<file path="src/rtl/pit_pkg.sv">
package pit_pkg;
    localparam int CTRL_SEL_HI  = 7;
    localparam int CTRL_SEL_LO  = 6;
    localparam int CTRL_ACC_HI  = 5;
    localparam int CTRL_ACC_LO  = 4;
    localparam int CTRL_MODE_HI = 3;
    localparam int CTRL_MODE_LO = 1;
    localparam int CTRL_BCD     = 0;
    localparam int STATUS_BIT   = 5;

    typedef enum logic [2:0] {
        MODE_ONESHOT = 3'd0,
        MODE_RATE    = 3'd2,
        MODE_SQUARE  = 3'd3
    } mode_t;

    typedef enum logic {
        SEQ_LO = 1'b0,
        SEQ_HI = 1'b1
    } seq_t;

    typedef enum logic [1:0] {
        RUN_STOP  = 2'd0,
        RUN_COUNT = 2'd1,
        RUN_DONE  = 2'd2
    } run_t;
endpackage

</file>
<file path="src/rtl/pit_tick_div.sv">
module pit_tick_div #(
    parameter int TICK_DIV = 84
) (
    input  logic clk,
    input  logic rst_n,
    output logic tick
);
    localparam int DW = (TICK_DIV > 1) ? $clog2(TICK_DIV) : 1;
    localparam logic [DW-1:0] LAST = DW'(TICK_DIV - 1);

    logic [DW-1:0] div_q;

    assign tick = (div_q == LAST);

    always_ff @(posedge clk) begin
        if (!rst_n || tick) div_q <= '0;
        else                div_q <= div_q + DW'(1);
    end
endmodule

</file>
<file path="src/rtl/pit_ctrl_decode.sv">
module pit_ctrl_decode
    import pit_pkg::*;
#(
    parameter int NCH = 3
) (
    input  logic           ctrl_we,
    input  logic [7:0]     ctrl_word,
    output logic [NCH-1:0] cfg_we,
    output logic [NCH-1:0] latch_req,
    output logic           bad_word
);
    localparam int SW = 2;

    logic [SW-1:0] sel;
    logic [1:0]    acc;
    logic [2:0]    md;
    logic          sel_bad, is_latch, cfg_ok;

    always_comb begin
        sel      = ctrl_word[CTRL_SEL_HI:CTRL_SEL_LO];
        acc      = ctrl_word[CTRL_ACC_HI:CTRL_ACC_LO];
        md       = ctrl_word[CTRL_MODE_HI:CTRL_MODE_LO];
        sel_bad  = (32'(sel) >= NCH);
        is_latch = (acc == 2'b00);
        cfg_ok   = (acc == 2'b11) && !ctrl_word[CTRL_BCD] &&
                   (md == MODE_ONESHOT || md == MODE_RATE || md == MODE_SQUARE);
        bad_word = ctrl_we && (sel_bad || (!is_latch && !cfg_ok));
    end

    for (genvar i = 0; i < NCH; i++) begin : g_sel
        assign latch_req[i] = ctrl_we && !sel_bad && (sel == SW'(i)) && is_latch;
        assign cfg_we[i]    = ctrl_we && !sel_bad && (sel == SW'(i)) && cfg_ok;
    end
endmodule

</file>
<file path="src/rtl/pit_channel.sv">
module pit_channel
    import pit_pkg::*;
#(
    parameter int BW = 8
) (
    input  logic          clk,
    input  logic          rst_n,
    input  logic          tick,
    input  logic          cfg_we,
    input  logic [2:0]    cfg_mode,
    input  logic          latch_req,
    input  logic          data_we,
    input  logic          data_re,
    input  logic [BW-1:0] wdata,
    output logic [BW-1:0] rdata,
    output logic          out
);
    localparam int CW = 2 * BW;

    run_t          run_q, run_d;
    seq_t          wr_q, rd_q;
    mode_t         mode_q;
    logic [CW-1:0] cnt_q, reload_q, hold_q, half_mark, new_reload;
    logic          held_q, out_q, lo_wr, hi_wr, term;

    always_comb begin
        lo_wr      = data_we && (wr_q == SEQ_LO);
        hi_wr      = data_we && (wr_q == SEQ_HI);
        new_reload = {wdata, cnt_q[BW-1:0]};
        term       = (cnt_q == CW'(1));
        half_mark  = (reload_q >> 1) + CW'(1);
    end

    // run state machine: next state
    always_comb begin
        run_d = run_q;
        if (lo_wr) begin
            run_d = RUN_STOP;
        end else if (hi_wr) begin
            run_d = (new_reload != '0) ? RUN_COUNT : RUN_STOP;
        end else begin
            unique case (run_q)
                RUN_STOP:  run_d = RUN_STOP;
                RUN_COUNT: if (tick && term && mode_q == MODE_ONESHOT) run_d = RUN_DONE;
                RUN_DONE:  run_d = RUN_DONE;
                default:   run_d = RUN_STOP;
            endcase
        end
    end

    // run state register
    always_ff @(posedge clk) begin
        if (!rst_n) run_q <= RUN_STOP;
        else        run_q <= run_d;
    end

    // sequencers, latch, count and output
    always_ff @(posedge clk) begin
        if (!rst_n) begin
            wr_q     <= SEQ_LO;
            rd_q     <= SEQ_LO;
            mode_q   <= MODE_ONESHOT;
            cnt_q    <= '0;
            reload_q <= '0;
            hold_q   <= '0;
            held_q   <= 1'b0;
            out_q    <= 1'b0;
        end else begin
            if (cfg_we) begin
                mode_q <= mode_t'(cfg_mode);
                wr_q   <= SEQ_LO;
                rd_q   <= SEQ_LO;
            end else if (latch_req && !held_q) begin
                held_q <= 1'b1;
                hold_q <= cnt_q;
                rd_q   <= SEQ_LO;
            end else if (data_re) begin
                unique case (rd_q)
                    SEQ_LO: rd_q <= SEQ_HI;
                    SEQ_HI: begin
                        rd_q   <= SEQ_LO;
                        held_q <= 1'b0;
                    end
                    default: rd_q <= SEQ_LO;
                endcase
            end

            if (lo_wr) begin
                cnt_q[BW-1:0] <= wdata;
                out_q         <= 1'b0;
                wr_q          <= SEQ_HI;
            end else if (hi_wr) begin
                cnt_q[CW-1:BW] <= wdata;
                reload_q       <= new_reload;
                wr_q           <= SEQ_LO;
                out_q          <= (mode_q != MODE_ONESHOT) && (new_reload != '0);
            end else if (run_q == RUN_COUNT && tick) begin
                unique case (mode_q)
                    MODE_ONESHOT: begin
                        cnt_q <= cnt_q - CW'(1);
                        if (term) out_q <= 1'b1;
                    end
                    MODE_RATE: begin
                        cnt_q <= term ? reload_q : cnt_q - CW'(1);
                        out_q <= !term;
                    end
                    MODE_SQUARE: begin
                        cnt_q <= term ? reload_q : cnt_q - CW'(1);
                        if (term || cnt_q == half_mark) out_q <= !out_q;
                    end
                    default: cnt_q <= cnt_q;
                endcase
            end
        end
    end

    always_comb begin
        unique case (rd_q)
            SEQ_LO:  rdata = held_q ? hold_q[BW-1:0]  : cnt_q[BW-1:0];
            SEQ_HI:  rdata = held_q ? hold_q[CW-1:BW] : cnt_q[CW-1:BW];
            default: rdata = '0;
        endcase
    end

    assign out = out_q;
endmodule

</file>
<file path="src/rtl/pit3_timer.sv">
module pit3_timer
    import pit_pkg::*;
#(
    parameter int TICK_DIV = 84
) (
    input  logic       clk,
    input  logic       rst_n,
    input  logic       wr_en,
    input  logic       rd_en,
    input  logic [1:0] addr,
    input  logic [7:0] wdata,
    output logic [7:0] rdata,
    output logic [2:0] cnt_out,
    output logic       cfg_err
);
    localparam int NCH = 3;
    localparam int BW  = 8;
    localparam logic [1:0] CTRL_ADDR = 2'd3;

    logic           tick, bad_word, ctrl_we;
    logic [NCH-1:0] cfg_we, latch_req;
    logic [BW-1:0]  ch_rd [NCH];

    assign ctrl_we = wr_en && (addr == CTRL_ADDR);

    pit_tick_div #(.TICK_DIV(TICK_DIV)) u_div (
        .clk   (clk),
        .rst_n (rst_n),
        .tick  (tick)
    );

    pit_ctrl_decode #(.NCH(NCH)) u_dec (
        .ctrl_we   (ctrl_we),
        .ctrl_word (wdata),
        .cfg_we    (cfg_we),
        .latch_req (latch_req),
        .bad_word  (bad_word)
    );

    for (genvar i = 0; i < NCH; i++) begin : g_ch
        pit_channel #(.BW(BW)) u_ch (
            .clk       (clk),
            .rst_n     (rst_n),
            .tick      (tick),
            .cfg_we    (cfg_we[i]),
            .cfg_mode  (wdata[CTRL_MODE_HI:CTRL_MODE_LO]),
            .latch_req (latch_req[i]),
            .data_we   (wr_en && addr == 2'(i)),
            .data_re   (rd_en && addr == 2'(i)),
            .wdata     (wdata),
            .rdata     (ch_rd[i]),
            .out       (cnt_out[i])
        );
    end

    always_ff @(posedge clk) begin
        if (!rst_n) cfg_err <= 1'b0;
        else        cfg_err <= bad_word;
    end

    always_comb begin
        rdata = '0;
        unique case (addr)
            2'd0: rdata = ch_rd[0];
            2'd1: rdata = ch_rd[1];
            2'd2: rdata = ch_rd[2];
            2'd3: rdata[STATUS_BIT] = cnt_out[2];
            default: rdata = '0;
        endcase
    end
endmodule

</file>
<file path="config.mk">
export PLATFORM = sky130hd
export DESIGN_NAME = pit3_timer
export DESIGN_NICKNAME = d
export VERILOG_FILES = /design/src/rtl/pit_pkg.sv /design/src/rtl/pit_tick_div.sv /design/src/rtl/pit_ctrl_decode.sv /design/src/rtl/pit_channel.sv /design/src/rtl/pit3_timer.sv
export SDC_FILE = /design/constraint.sdc
export NUM_CORES = 1
export LEC_CHECK = 0
export ABC_AREA = 1
export BUFFER_PORTS_ARGS = -buffer_cell sky130_fd_sc_hd__buf_2
export CELL_PAD_IN_SITES_DETAIL_PLACEMENT = 2
export CELL_PAD_IN_SITES_GLOBAL_PLACEMENT = 2
export CORE_MARGIN = 10
export CORE_UTILIZATION = 38
export CTS_CLUSTER_DIAMETER = 150
export DETAILED_ROUTE_END_ITERATION = 8
export GPL_ROUTABILITY_DRIVEN = 0
export PLACE_DENSITY = 0.91
export SLEW_MARGIN = 10
export SYNTH_ARGS = -nofsm -noshare
export SYNTH_HDL_FRONTEND = slang
export SYNTH_SLANG_ARGS = --single-unit
</file>
<file path="constraint.sdc">
create_clock -name clk -period 4.95 [get_ports clk]
set_input_delay 0.99 -clock clk [delete_from_list [all_inputs] [get_ports clk]]
set_output_delay 0.99 -clock clk [all_outputs]
set_load 0.02 [all_outputs]
</file>
; ---- Yosys cells after proc, flatten, opt, wreduce, memory -nomap -nowiden
; Index checks and enable logic that the tools add are counted.
[word_totals]
regBits = 179
input_bits = 14
output_inout_bits = 12
wordCells = 297
[op_classes]
add_sub_neg = 7
magnitude_cmp = 1
eq_ne = 39
mux = 78
n_bitwise = 13
reduce_logical = 127
[ops]
columns = operator, count
row1 = 8-bit two-way mux, 15
row2 = 16-bit two-way mux, 6
row3 = 16-bit one-hot mux with 2 select lines, 3
row4 = 15-bit by 1-bit adder with 16-bit output (second input constant), 3
row5 = 16-bit by 1-bit == test with 1-bit output (second input constant), 3
row6 = 16-bit == test, 3
row7 = 8-bit one-hot mux with 2 select lines, 3
row8 = 16-bit nonzero test, 3
row9 = 16-bit by 1-bit subtractor with 16-bit output (second input constant), 3
row10 = 1-bit logical AND, 42
row11 = 3-bit nonzero test, 12
row12 = 1-bit two-way mux, 33
row13 = 3-bit by 1-bit != test with 1-bit output (second input constant), 9
row14 = 3-bit AND reduction, 9
row15 = 3-bit by 2-bit == test with 1-bit output (second input constant), 8
row16 = 2-bit nonzero test, 12
row17 = 5-bit one-hot mux with 3 select lines, 1
row18 = 2-bit == test (second input constant), 7
row19 = 1-bit zero test, 14
row20 = 1-bit NOT, 13
row21 = 3-bit zero test, 4
row22 = 2-bit two-way mux, 6
row23 = 2-bit one-hot mux with 2 select lines, 3
row24 = 2-bit AND reduction, 6
row25 = other kinds (15), 44

; ---- Longest topological paths before layout
[depth]
ltp_word = 8
mapped_depth = 17
mapped_depth_nobuf = 17

; ---- Cells and area by module
; From an unflattened synthesis, not the netlist that was laid out.
[unflattened]
cells_unflattened = 1791
area_unflattened_um2 = 11476.0
[by_module_without_submodules]
columns = module, instances, cells_per_inst, area_each_um2, seq_area_each_um2
row1 = pit_channel at g_ch[0].u_ch ..., 2, 561, 3574.7, 1141.1
row2 = pit_channel at g_ch[2].u_ch, 1, 544, 3612.2, 1141.1
row3 = pit_tick_div, 1, 50, 357.8, 140.1
row4 = pit3_timer, 1, 53, 249.0, 20.0
row5 = pit_ctrl_decode, 1, 22, 107.6, 0.0

; ---- Worst setup path before layout
; OpenSTA, ideal clock, no wires.
[synth_path]
kind = in2out
from = in addr[1]
to = out rdata[5]
arrival_ns = 1.828
path_slack_ns = 2.132
path_stages = 4
path_buffers = 1
cell_sequence = nor2_1 > clkbuf_1 > a21oi_1 > a32oi_1
[synth_between]
elab_chain_cells = 2
[synth_rtl]
columns = item, line
row1 = "start, declared", pit3_timer.sv:10  ; input logic [1:0] addr,
row2 = 2-bit == test (tied with other cells), pit3_timer.sv:63  ; unique case (addr)
row3 = 1-bit one-hot mux with 4 select lines *, pit3_timer.sv:63
row4 = "end, declared", pit3_timer.sv:12  ; output logic [7:0] rdata,
; Mark *: on every way between the ends. The rest lies on a longest branch, timed or not.

; ---- Worst setup path in the final report
[layout_path]
from = reg g_ch[2].u_ch.held_q
to = out rdata[5]
[layout_between]
elab_chain_cells = 3
[layout_rtl]
columns = item, line
row1 = "start, declared", pit_channel.sv:24  ; logic held_q, out_q, lo_wr, hi_wr, term;
row2 = "start signal, assigned", pit_channel.sv:66  ; held_q <= 1'b0;
row3 = "start signal, assigned", pit_channel.sv:74  ; held_q <= 1'b1;
row4 = "start signal, assigned", pit_channel.sv:82  ; held_q <= 1'b0;
row5 = "8-bit two-way mux, on equally long branches", "pit_channel.sv:120, pit_channel.sv:119"
row6 = 8-bit one-hot mux with 2 select lines *, pit_channel.sv:118  ; unique case (rd_q)
row7 = 1-bit one-hot mux with 4 select lines *, pit3_timer.sv:63
; Marks and branches as above.

==> flow_summary.toml <==
[logic_synthesis]
synth_cell_types = 57
synthesis.area_um2 = 11200
avgSynthCellArea_um2 = 6.43
synth_top_family_by_area = "simple AND/OR/NAND/NOR gates"
ys_async_sr_fraction = 0
syn_inst = 1743
synth_compound_area_frac = 0.236
synth_xor_area_frac = 0.0289
yosys_warnings = 0
seq_area_frac_synth = 0.320
ys_ff_latch = 179
ys.flop_type = "dfxtp_1"
synthAdderAreaFrac = 0.0145
yosys.area_share.simple = 0.305
synth.area.mux_share = 0
synth_fp_nets = 1770
synth_edf_count = 0

[cells_and_area]
nNetsFinal = 1758
multiInputGateArea_um2 = 6560
area_delta_synth_final_pct = 8.54
regArea_um2 = 3580
fillers = 3463
drive_gt1_frac = 0.0820
finalInstanceArea_um2 = 12200

[floorplanning]
die_y_um = 192
die_w_um = 192
start_util = 0.387
core_um2 = 28900
io_pins = 26
rows = 62
dieArea_um2 = 36800

[sta]
setup_viol = 0
hold_viol_final = 0
slew_headroom = 0.194
final_max_slew_viol_count = 0
finalSetupTns_ns = 0
fin_worst_skew_ns = 0.0109
fmax_ghz = 0.248
finalCritPeriodShare = 0.814
worstMarginPinSlew_ns = 1.21
fin_crit_ns = 4.03
rsz0062_at_grt = "false"

[clocking]
cts_root_buffer = "clkbuf_16"
cts_resized = 0
cts_tree = "done"
clockBufferDepth = 2
cts_inserted_buffers = 17
h-tree-depth = 4
hold_buffers = 0
path_clk_slew_ns = 0.08
insertion_delay_ns = 0.47
cts_setup_buffers = 0
cts.sinks = 179

[detailed_routing]
finalWirelength_um = 58100
routed-via-count = 13300
via_per_inst = 6.25
drc = 0
dr.pass1.iters = 7
avgRoutedWirePerCell_um = 27.3
drt_iter0_markers = 1283
drtAntennaViolNets = 0

[power]
p_sw_uw = 1110
p_per_area_nw_per_um2 = 285
p_int_uw = 2360
p_leak_uw = 0.00472
ir_drop_mv = 0.309
p_comb_frac = 0.139
swShare = 0.320
clkPwrFrac = 0.425
seqPwrFrac = 0.436
power_uw = 3460

[worst_setup_path]
cp_max_fo = 28
crit_path_cell_trace = "clkinv_1, a21oi_1, o21ai_0, a21oi_1, a31oi_1, a32oi_1, buf_2"
cpMostUsedCell = "a21oi_1"
slowest_stage = "clkinv_1"
worst_setup_path_start_kind = "register"
end_kind = "output pin"
crit_arrival_ns = 3.04
crit_type = "register to output pin"
critPathRequiredTime_ns = 3.96
critPathMaxStageDelay_ns = 0.61

[grt]
grt_usage = 0.314
grt.overflow.total = 0
grt_pass1_wl_um = 89500
grt_max_degree = 86
grt_pass1_vias = 14800
antenna_found_initial = 2

[min_path]
hp-class = "register to register"

[run_status]
status = "complete, no violations"

[placement]
place_area_um2 = 11600
dp_hpwl_um = 36900
portBuffers = 25

[run]
maxCapViolations = 0
routing by layer:
metal,part of all wire,up-vias,global-route usage
met4,0.060,0,0.207
met2,0.50,586,0.541
met1,0.39,6707,0.354
met3,0.052,229,0.0466
met5,0,-,0
li1,-,5799,-
through the flow:
step | util | setup WS (ns) | hold WS [ns] | std cells
global placement | 0.400 | 1.57 | 0.438 | 2096
CTS | 0.420 | 1.01 | 0.481 | 2128
floorplan | - | 2.13 | 0.422 | 1743
finish | 0.420 | 0.920 | 0.480 | 2130
detailed placement | 0.400 | 1.24 | 0.463 | 2096
global route | 0.420 | 0.801 | 0.517 | 2129
cell families after synthesis:
logic type | count (synthesis)
AOI/OAI and AO/OA | 481
xor gates and xnor gates | 37
adders and majority gates | 13
buffers and inverters | 269
DFF | 179
and+or+nand+nor | 764
power groups by stage:
stage / combinational [uW] / clock [uW] / sequential, uW
after floorplan: 294 / 0 / 1520
after global placement: 403 / 0 / 1530
after detailed placement: 433 / 0 / 1540
after CTS: 466 / 1470 / 1510
after global routing: 513 / 1530 / 1510
final: 483 / 1470 / 1510
state kept, by name, summed over array words and instances, names as in the netlist:
register,count
g_ch.u_ch.hold_q,48
u_div.div_q,7
g_ch.u_ch.run_q,6
g_ch.u_ch.out,3
g_ch.u_ch.rd_q,3
g_ch.u_ch.cnt_q,48
g_ch.u_ch.held_q,3
g_ch.u_ch.wr_q,3
g_ch.u_ch.reload_q,48
g_ch.u_ch.mode_q,9
cfg_err,1
critical path: cells and delay by family (launching register included):
family	cells	cell delay, ns
AOI/OAI and AO/OA	5	1.19
buffers and inverters	2	0.85
DFF	1	0.52
worst paths after layout:
| check | slack, ns | to | from | cells past startpoint |
|---|---|---|---|---|
| worst min register to register | 0.48 | g_ch[0].u_ch.mode_q[2] | g_ch[0].u_ch.mode_q[2] | 2 |
| worst max register to register | 2.09 | g_ch[1].u_ch.cnt_q[8] | g_ch[1].u_ch.cnt_q[8] | 10 |
| worst max-delay path | 0.92 | rdata[5] | g_ch[2].u_ch.held_q | 7 |
| worst min-delay path | 0.48 | g_ch[0].u_ch.mode_q[2] | g_ch[0].u_ch.mode_q[2] | 2 |
cells in the mapped netlist, types with 2 or more instances:
library cell  count  area (um^2)
a211o_1           3         26.3
a211oi_1         18          135
a21boi_0          3         22.5
a21oi_1         206         1030
a311o_1           2         20.0
a311oi_1          2         17.5
a31oi_1          26          163
buf_2            14         70.1
buf_4             6         45.0
buf_6             2         22.5
clkbuf_1         37          139
clkinv_1          6         22.5
dfxtp_1         179         3580
ha_1             13          163
inv_1           181          679
inv_2            19         71.3
inv_4             2         12.5
nand2_1         381         1430
nand2_2           8         50.1
nand2_4           3         33.8
nand3_1         114          571
nand3_2           3         30.0
nand3b_1          3         22.5
nand4_1          22          138
nor2_1          159          597
nor2_2           21          131
nor2_4           10          113
nor3_1           22          110
nor3_2            6         60.1
nor4_1            2         12.5
o2111ai_1         2         17.5
o211ai_1         17          128
o21a_1            2         15.0
o21ai_0         172          861
o21ai_1           4         20.0
o21bai_1          3         22.5
o221ai_1          7         61.3
o22ai_1           6         37.5
or2_2             4         25.0
xnor2_1          12          105
xor2_1           25          219
final cells by class:
type,count,area share
repair buffers,29,0.0128
clock buffers,19,0.0364
inverters,209,0.0653
clock inverters,13,0.0121
diodes,2,0.000411
well taps,384,0.0395
flip-flops and latches,179,0.295
multi-input cells,1295,0.539
layout by cell type, fill, tap and decap left out, types with 7 or more instances in the layout:
cell,instances
nand4_1,22
nor2_1,159
o21ai_0,172
xor2_1,25
nor2_4,10
xnor2_1,12
nor2_2,21
inv_1,181
a21oi_1,206
a211oi_1,18
o221ai_1,7
ha_1,13
o211ai_1,17
buf_2,25
dfxtp_1,179
clkbuf_16,17
nand2_1,381
inv_2,19
a31oi_1,26
nand2_2,8
nand3_1,114
nor3_1,22
No activity file was read; power rests on OpenSTA's default activity.
